$ cat config.mk
export PLATFORM = sky130hd
export DESIGN_NAME = sbox_tower_pipe
export DESIGN_NICKNAME = d
export VERILOG_FILES = /design/src/rtl/sbx_tower_pkg.sv /design/src/rtl/sbx_pipe_reg.sv /design/src/rtl/sbx_front.sv /design/src/rtl/sbx_nib_inv.sv /design/src/rtl/sbx_recomb.sv /design/src/rtl/sbox_tower_pipe.sv
export SDC_FILE = /design/constraint.sdc
export NUM_CORES = 1
export LEC_CHECK = 0
export BUFFER_PORTS_ARGS = -buffer_cell sky130_fd_sc_hd__buf_4
export CAP_MARGIN = 20
export CORE_MARGIN = 2
export CORE_UTILIZATION = 54
export CTS_BUF_LIST = sky130_fd_sc_hd__clkbuf_4 sky130_fd_sc_hd__clkbuf_8
export CTS_CLUSTER_DIAMETER = 50
export DETAILED_ROUTE_END_ITERATION = 8
export HOLD_SLACK_MARGIN = 0.05
export PLACE_DENSITY = 0.72
export RECOVER_POWER = 25
export SYNTH_ARGS = -nofsm -noshare
export SYNTH_HDL_FRONTEND = slang
export SYNTH_SLANG_ARGS = --single-unit
export TNS_END_PERCENT = 20
$ cat constraint.sdc
create_clock -name clk -period 5 [get_ports clk]
set_input_delay 1 -clock clk [delete_from_list [all_inputs] [get_ports clk]]
set_output_delay 1 -clock clk [all_outputs]
set_load 0.02 [all_outputs]
$ cat src/rtl/sbx_tower_pkg.sv
package sbx_tower_pkg;

    localparam int BYTE_W = 8;
    localparam int NIB_W  = 4;

    typedef logic [BYTE_W-1:0]             byte_t;
    typedef logic [NIB_W-1:0]              nib_t;
    typedef logic [BYTE_W-1:0][BYTE_W-1:0] mat8_t;  // [j] = image of basis bit j

    localparam byte_t AFF_CONST = 8'h63;

    // GF(2^4) product, reduction by x^4 + x + 1
    function automatic nib_t g16_mul(nib_t a, nib_t b);
        nib_t acc = '0;
        nib_t x   = a;
        for (int i = 0; i < NIB_W; i++) begin
            if (b[i]) acc ^= x;
            x = {x[2:0], 1'b0} ^ (x[3] ? 4'h3 : 4'h0);
        end
        return acc;
    endfunction

    function automatic nib_t g16_sq(nib_t a);
        return g16_mul(a, a);
    endfunction

    // a^14 = a^-1 for a != 0, and 0 maps to 0
    function automatic nib_t g16_inv(nib_t a);
        nib_t p2 = g16_sq(a);
        nib_t p4 = g16_sq(p2);
        nib_t p8 = g16_sq(p4);
        return g16_mul(g16_mul(p2, p4), p8);
    endfunction

    // GF(2^8) product, reduction by x^8 + x^4 + x^3 + x + 1
    function automatic byte_t g256_mul(byte_t a, byte_t b);
        byte_t acc = '0;
        byte_t x   = a;
        for (int i = 0; i < BYTE_W; i++) begin
            if (b[i]) acc ^= x;
            x = {x[6:0], 1'b0} ^ (x[7] ? 8'h1B : 8'h00);
        end
        return acc;
    endfunction

    // smallest constant c making y^2 + y + c irreducible over GF(2^4)
    function automatic nib_t find_lambda();
        for (int c = 1; c < 16; c++) begin
            bit has_root = 1'b0;
            for (int y = 0; y < 16; y++) begin
                if ((g16_mul(4'(y), 4'(y)) ^ 4'(y) ^ 4'(c)) == 4'h0) has_root = 1'b1;
            end
            if (!has_root) return 4'(c);
        end
        return 4'h0;
    endfunction

    // element of GF(2^8) that is a root of x^4 + x + 1
    function automatic byte_t find_omega();
        for (int c = 2; c < 256; c++) begin
            byte_t cb = 8'(c);
            byte_t c2 = g256_mul(cb, cb);
            if ((g256_mul(c2, c2) ^ cb ^ 8'h01) == 8'h00) return cb;
        end
        return 8'h00;
    endfunction

    function automatic byte_t lift_nib(nib_t n, byte_t w);
        byte_t acc = '0;
        byte_t p   = 8'h01;
        for (int i = 0; i < NIB_W; i++) begin
            if (n[i]) acc ^= p;
            p = g256_mul(p, w);
        end
        return acc;
    endfunction

    function automatic byte_t find_ext_root(byte_t w, nib_t lam);
        byte_t li = lift_nib(lam, w);
        for (int c = 2; c < 256; c++) begin
            byte_t cb = 8'(c);
            if ((g256_mul(cb, cb) ^ cb ^ li) == 8'h00) return cb;
        end
        return 8'h00;
    endfunction

    function automatic byte_t mat_apply(mat8_t m, byte_t x);
        byte_t acc = '0;
        for (int j = 0; j < BYTE_W; j++) begin
            if (x[j]) acc ^= m[j];
        end
        return acc;
    endfunction

    // tower coordinates {hi, lo} -> AES polynomial basis
    function automatic mat8_t tower_to_aes();
        mat8_t m;
        byte_t w  = find_omega();
        byte_t yr = find_ext_root(w, find_lambda());
        for (int j = 0; j < NIB_W; j++) begin
            m[j]         = lift_nib(4'(1 << j), w);
            m[j + NIB_W] = g256_mul(lift_nib(4'(1 << j), w), yr);
        end
        return m;
    endfunction

    // AES polynomial basis -> tower coordinates, found by search
    function automatic mat8_t aes_to_tower();
        mat8_t m = '0;
        mat8_t u = tower_to_aes();
        for (int j = 0; j < BYTE_W; j++) begin
            for (int t = 0; t < 256; t++) begin
                if (mat_apply(u, 8'(t)) == 8'(1 << j)) m[j] = 8'(t);
            end
        end
        return m;
    endfunction

    function automatic byte_t affine_linear(byte_t x);
        byte_t r;
        for (int i = 0; i < BYTE_W; i++) begin
            r[i] = x[i] ^ x[(i + 4) % 8] ^ x[(i + 5) % 8] ^ x[(i + 6) % 8] ^ x[(i + 7) % 8];
        end
        return r;
    endfunction

    // back-map merged with the affine linear part
    function automatic mat8_t out_matrix();
        mat8_t m;
        mat8_t u = tower_to_aes();
        for (int j = 0; j < BYTE_W; j++) m[j] = affine_linear(u[j]);
        return m;
    endfunction

    localparam nib_t TOWER_LAMBDA = find_lambda();

endpackage

$ cat src/rtl/sbx_pipe_reg.sv
module sbx_pipe_reg #(
    parameter int WIDTH = 8
) (
    input  logic             clk,
    input  logic             rst_n,
    input  logic             vin,
    input  logic [WIDTH-1:0] din,
    output logic             vout,
    output logic [WIDTH-1:0] dout
);
    always_ff @(posedge clk or negedge rst_n) begin
        if (!rst_n) begin
            vout <= 1'b0;
            dout <= '0;
        end else begin
            vout <= vin;
            dout <= din;
        end
    end
endmodule

$ cat src/rtl/sbx_front.sv
module sbx_front
    import sbx_tower_pkg::*;
#(
    parameter mat8_t MAP_IN = '0
) (
    input  byte_t din,
    output nib_t  hi,
    output nib_t  lo,
    output nib_t  norm
);
    byte_t tw;

    always_comb begin
        tw   = mat_apply(MAP_IN, din);
        hi   = tw[BYTE_W-1:NIB_W];
        lo   = tw[NIB_W-1:0];
        // norm of (hi*Y + lo) where Y^2 = Y + lambda
        norm = g16_mul(TOWER_LAMBDA, g16_sq(hi)) ^ g16_mul(hi, lo) ^ g16_sq(lo);
    end
endmodule

$ cat src/rtl/sbx_nib_inv.sv
module sbx_nib_inv
    import sbx_tower_pkg::*;
(
    input  nib_t din,
    output nib_t dout
);
    always_comb dout = g16_inv(din);
endmodule

$ cat src/rtl/sbx_recomb.sv
module sbx_recomb
    import sbx_tower_pkg::*;
(
    input  nib_t hi,
    input  nib_t lo,
    input  nib_t ninv,
    output nib_t qhi,
    output nib_t qlo
);
    always_comb begin
        qhi = g16_mul(hi, ninv);
        qlo = g16_mul(hi ^ lo, ninv);
    end
endmodule

$ cat src/rtl/sbox_tower_pipe.sv
module sbox_tower_pipe
    import sbx_tower_pkg::*;
#(
    parameter int STAGES = 3
) (
    input  logic       clk,
    input  logic       rst_n,
    input  logic       in_valid,
    input  logic [7:0] in_byte,
    output logic       out_valid,
    output logic [7:0] out_byte
);
    localparam bit    CUT_NORM = (STAGES >= 2);
    localparam bit    CUT_INV  = (STAGES >= 2);
    localparam bit    CUT_MUL  = (STAGES >= 3);
    localparam int    W_A      = 3 * NIB_W;
    localparam int    W_M      = 2 * NIB_W;
    localparam mat8_t MAP_IN   = aes_to_tower();
    localparam mat8_t MAP_OUT  = out_matrix();

    nib_t a_hi, a_lo, a_norm;
    nib_t b_hi, b_lo, b_norm, b_ninv;
    nib_t c_hi, c_lo, c_ninv, c_qhi, c_qlo;
    nib_t d_qhi, d_qlo;
    logic vb, vc, vd;

    sbx_front #(.MAP_IN(MAP_IN)) u_front (
        .din (in_byte),
        .hi  (a_hi),
        .lo  (a_lo),
        .norm(a_norm)
    );

    generate
        if (CUT_NORM) begin : g_cut_norm
            sbx_pipe_reg #(.WIDTH(W_A)) u_reg (
                .clk (clk),
                .rst_n(rst_n),
                .vin (in_valid),
                .din ({a_hi, a_lo, a_norm}),
                .vout(vb),
                .dout({b_hi, b_lo, b_norm})
            );
        end else begin : g_pass_norm
            assign {b_hi, b_lo, b_norm} = {a_hi, a_lo, a_norm};
            assign vb = in_valid;
        end
    endgenerate

    sbx_nib_inv u_inv (
        .din (b_norm),
        .dout(b_ninv)
    );

    generate
        if (CUT_INV) begin : g_cut_inv
            sbx_pipe_reg #(.WIDTH(W_A)) u_reg (
                .clk (clk),
                .rst_n(rst_n),
                .vin (vb),
                .din ({b_hi, b_lo, b_ninv}),
                .vout(vc),
                .dout({c_hi, c_lo, c_ninv})
            );
        end else begin : g_pass_inv
            assign {c_hi, c_lo, c_ninv} = {b_hi, b_lo, b_ninv};
            assign vc = vb;
        end
    endgenerate

    sbx_recomb u_recomb (
        .hi  (c_hi),
        .lo  (c_lo),
        .ninv(c_ninv),
        .qhi (c_qhi),
        .qlo (c_qlo)
    );

    generate
        if (CUT_MUL) begin : g_cut_mul
            sbx_pipe_reg #(.WIDTH(W_M)) u_reg (
                .clk (clk),
                .rst_n(rst_n),
                .vin (vc),
                .din ({c_qhi, c_qlo}),
                .vout(vd),
                .dout({d_qhi, d_qlo})
            );
        end else begin : g_pass_mul
            assign {d_qhi, d_qlo} = {c_qhi, c_qlo};
            assign vd = vc;
        end
    endgenerate

    // merged back-map and affine step
    always_comb begin
        out_byte  = mat_apply(MAP_OUT, {d_qhi, d_qlo}) ^ AFF_CONST;
        out_valid = vd;
    end
endmodule

==> results by group <==
Run status
  • Run status: complete, but fails checks
  • Failing checks: max-capacitance violations, max-slew violations

Timing
  • Normalized max-slew margin: -17.6%
  • Slew Limit Fails: 36
  • Maximum clock rate: ~220 MHz
  • Period utilisation layout: between 80% and 90%
  • Worst-Margin Slew: between 1500 and 2000 ps
  • Final worst path period need: between 4000 and 5000 ps
  • Count of final setup violators: 0
  • Unrepaired setup endpoints after global routing: no
  • Final hold slack: approximately 350 ps
  • Worst Clk Skew: 3.58 ps
  • Setup TNS: 0 ps
  • Final Hold Fails: 0

Setup path
  • Crit-path max FO: 12
  • Type of origin of the critical path: flip-flop
  • CP Data Arrival Time: ~4700 ps
  • Crit Path Category: reg2reg
  • CP Capture Type: flip-flop
  • WP data required: 5170 ps

GRT
  • Pin count of the biggest net entering global routing: 36
  • Total GRT Usage: between 10% and 20%
  • Total gr overflow: 0
  • First-pass GRT wire length: between 9000 and 10,000 µm
  • Vias in the first global route: about 2,200
  • Initial antenna violation count: 0

Yosys
  • Syn Inst Count: around 340
  • Synth top area cells: dfrtp_1 29%, xnor2_1 20%, xor2_1 8.9%
  • Register area share after synthesis: 28.7%
  • Synthesized area per cell: about 8.9 µm²
  • Post-synth top area share: 28.7%
  • Unique cell type count in the Yosys netlist: 50
  • Commonest cells in the netlist: 69 x xnor2_1, 42 x nand2_1, 35 x dfrtp_1
  • FF+latch count, synth: 35
  • Post-synth EDFFs: 0
  • Synth Cell Area: about 0.003 mm²
  • Dominant cell by count in the synthesized netlist: xnor2_1
  • Syn Nets: 361
  • Synth Flop Type: dfrtp_1
  • Async S/R FF share, synth: 100%
  • Synth Warn #: 0
  • Leading area contributor after synthesis: dfrtp_1

Route
  • Uppermost layer routed: met4
  • Met1 Routed Length: 2580 µm
  • Wire length on met2: approximately 2600 µm
  • Routed Antenna Nets: 0
  • DRC Markers: 0
  • Initial drt markers: 73
  • DRT Wirelength: around 5400 µm
  • Drt wl/cell: approximately 13 µm
  • Initial DRT Pass Iterations: 6
  • Met3 wire len: 202 µm
  • Vias after detailed routing: roughly 2,300
  • Vias/cell: 5.41

Final layout
  • # fillers: roughly 500
  • Share of cells above drive strength 1: around a tenth
  • Synth-to-Final Area Change: 8.48%
  • Fin util: approximately three fifths
  • Antenna Diode Count: 0
  • Fin cells: 425
  • Layout Nets: between 300 and 400

Hold path
  • Worst Hold Class: reg2reg

Clocking
  • H-tree depth: 2
  • Root buf cell: clkbuf_8
  • CTS Sinks: 35
  • Hold buffer count at CTS: 0
  • Clk_lat worst skew: approximately 280 ps
  • CTS Buffer Depth: 2
  • Post-CTS setup buffer count: 0
  • Clock Pin Slew Worst Setup and Hold Paths: around 70 ps
  • Post-CTS sizing: 0
  • CTS tree: done
  • Cts bufs inserted: 5

Die
  • Starting density of the core: 55.8%
  • Die area: around 0.0063 mm²
  • Row cnt: 27
  • Die width: around 79 µm
  • Die Ht: a little under 80 µm
  • Core area: 0.00547 mm²
  • IO Count: 20

Placed design
  • Routability cong.: ~0.9
  • Post-detail-place hpwl: ~4000 µm
  • Port bufs: 19
  • DP Cell Count: 418

Flow run
  • Maxcap violations: 1
cell usage in the layout, fill, tap and decap left out, types with 2 or more instances in the layout:
master | Yosys | routed
inv_1 | 11 | 11
a211oi_1 | 3 | 3
nor2_1 | 19 | 19
ha_1 | 8 | 8
nand2_1 | 42 | 42
and3_1 | 4 | 4
mux2i_1 | 6 | 6
nand2b_1 | 7 | 7
a31oi_1 | 4 | 4
a32oi_1 | 3 | 3
buf_4 | 0 | 19
and2_1 | 3 | 3
xnor2_1 | 69 | 69
dfrtp_1 | 35 | 35
a41oi_1 | 2 | 2
a21o_1 | 2 | 2
nor2b_1 | 4 | 4
o21ai_0 | 8 | 8
o211ai_1 | 5 | 5
nand3_1 | 5 | 5
clkbuf_1 | 16 | 2
nor3_1 | 5 | 5
clkbuf_8 | 0 | 6
a21oi_1 | 14 | 14
mux2_2 | 2 | 2
a22oi_1 | 4 | 4
o22ai_1 | 3 | 3
xor2_1 | 31 | 31
xnor3_1 | 4 | 4
registers in the layout (all words and copies together), names as in the netlist:
register / count
g_cut_inv.u_reg.dout: 12
g_cut_mul.u_reg.vout: 1
g_cut_norm.u_reg.vout: 1
g_cut_inv.u_reg.vout: 1
g_cut_norm.u_reg.dout: 12
g_cut_mul.u_reg.dout: 8
through the flow:
step                setup WS [ps]  area [µm²]
floorplan                     663        3050
global placement              670        3230
detailed placement            563        3230
CTS                           527        3320
global route                  196        3310
finish                        520        3310
final cells by class:
type	instances	area [µm²]	share of cell area (%)
multi-input combinational	277	2060	62.1
sequential	35	876	26.4
timing repair buffer	22	158	4.76
tap	72	90.1	2.72
clock buffer	6	82.6	2.49
inverter	12	45.0	1.36
clock inverter	1	5.00	0.151
cell families (layout without fill, tap and decap cells):
family | after synthesis | in the layout | synth area share [%]
AO/OA/AOI/OAI | 58 | 58 | 12.6
XOR/XNOR | 107 | 107 | 33.9
adder cells (fa/ha/maj) | 8 | 8 | 3.28
multiplexers | 8 | 8 | 2.70
buffers and inverters | 30 | 41 | 3.98
AND/OR/NAND/NOR | 96 | 96 | 14.9
flip-flops | 35 | 35 | 28.7
worst max-delay path, cell delays in order (launching register included):
cell and delay, ps:
dfrtp_1 460, ha_1 230, mux2i_1 380, xnor2_1 190, inv_1 150, ha_1 520
xnor3_1 470, a21o_1 190, a21oi_1 150, nor2b_1 70, ha_1 280, and2_1 140
a31oi_1 150, xor3_1 340, and3_1 210, a221oi_1 310, xnor2_1 110
per-layer routing:
layer / vias up / GRT usage [%]
li1: 1168 / -
met1: 1073 / 26.0
met2: 53 / 32.0
met3: 7 / 3.18
met4: 0 / 4.66
met5: - / 0
final timing paths:
path	startpoint	end	slack, ps	cells past startpoint
worst min register to register	g_cut_norm.u_reg.dout[6]$_DFF_PN0_	g_cut_inv.u_reg.dout[6]$_DFF_PN0_	350	0
min in group asynchronous	rst_n	g_cut_mul.u_reg.dout[4]$_DFF_PN0_	1180	1
worst min-delay path	g_cut_norm.u_reg.dout[6]$_DFF_PN0_	g_cut_inv.u_reg.dout[6]$_DFF_PN0_	350	0
worst max-delay path	g_cut_norm.u_reg.dout[0]$_DFF_PN0_	g_cut_inv.u_reg.dout[3]$_DFF_PN0_	520	16
worst max register to register	g_cut_norm.u_reg.dout[0]$_DFF_PN0_	g_cut_inv.u_reg.dout[3]$_DFF_PN0_	520	16
max in group asynchronous	rst_n	g_cut_norm.u_reg.dout[11]$_DFF_PN0_	2800	1
Power is left out: the tool's default activity adds up to more than one toggle a clock period on the data nets, which glitch-free logic cannot reach.
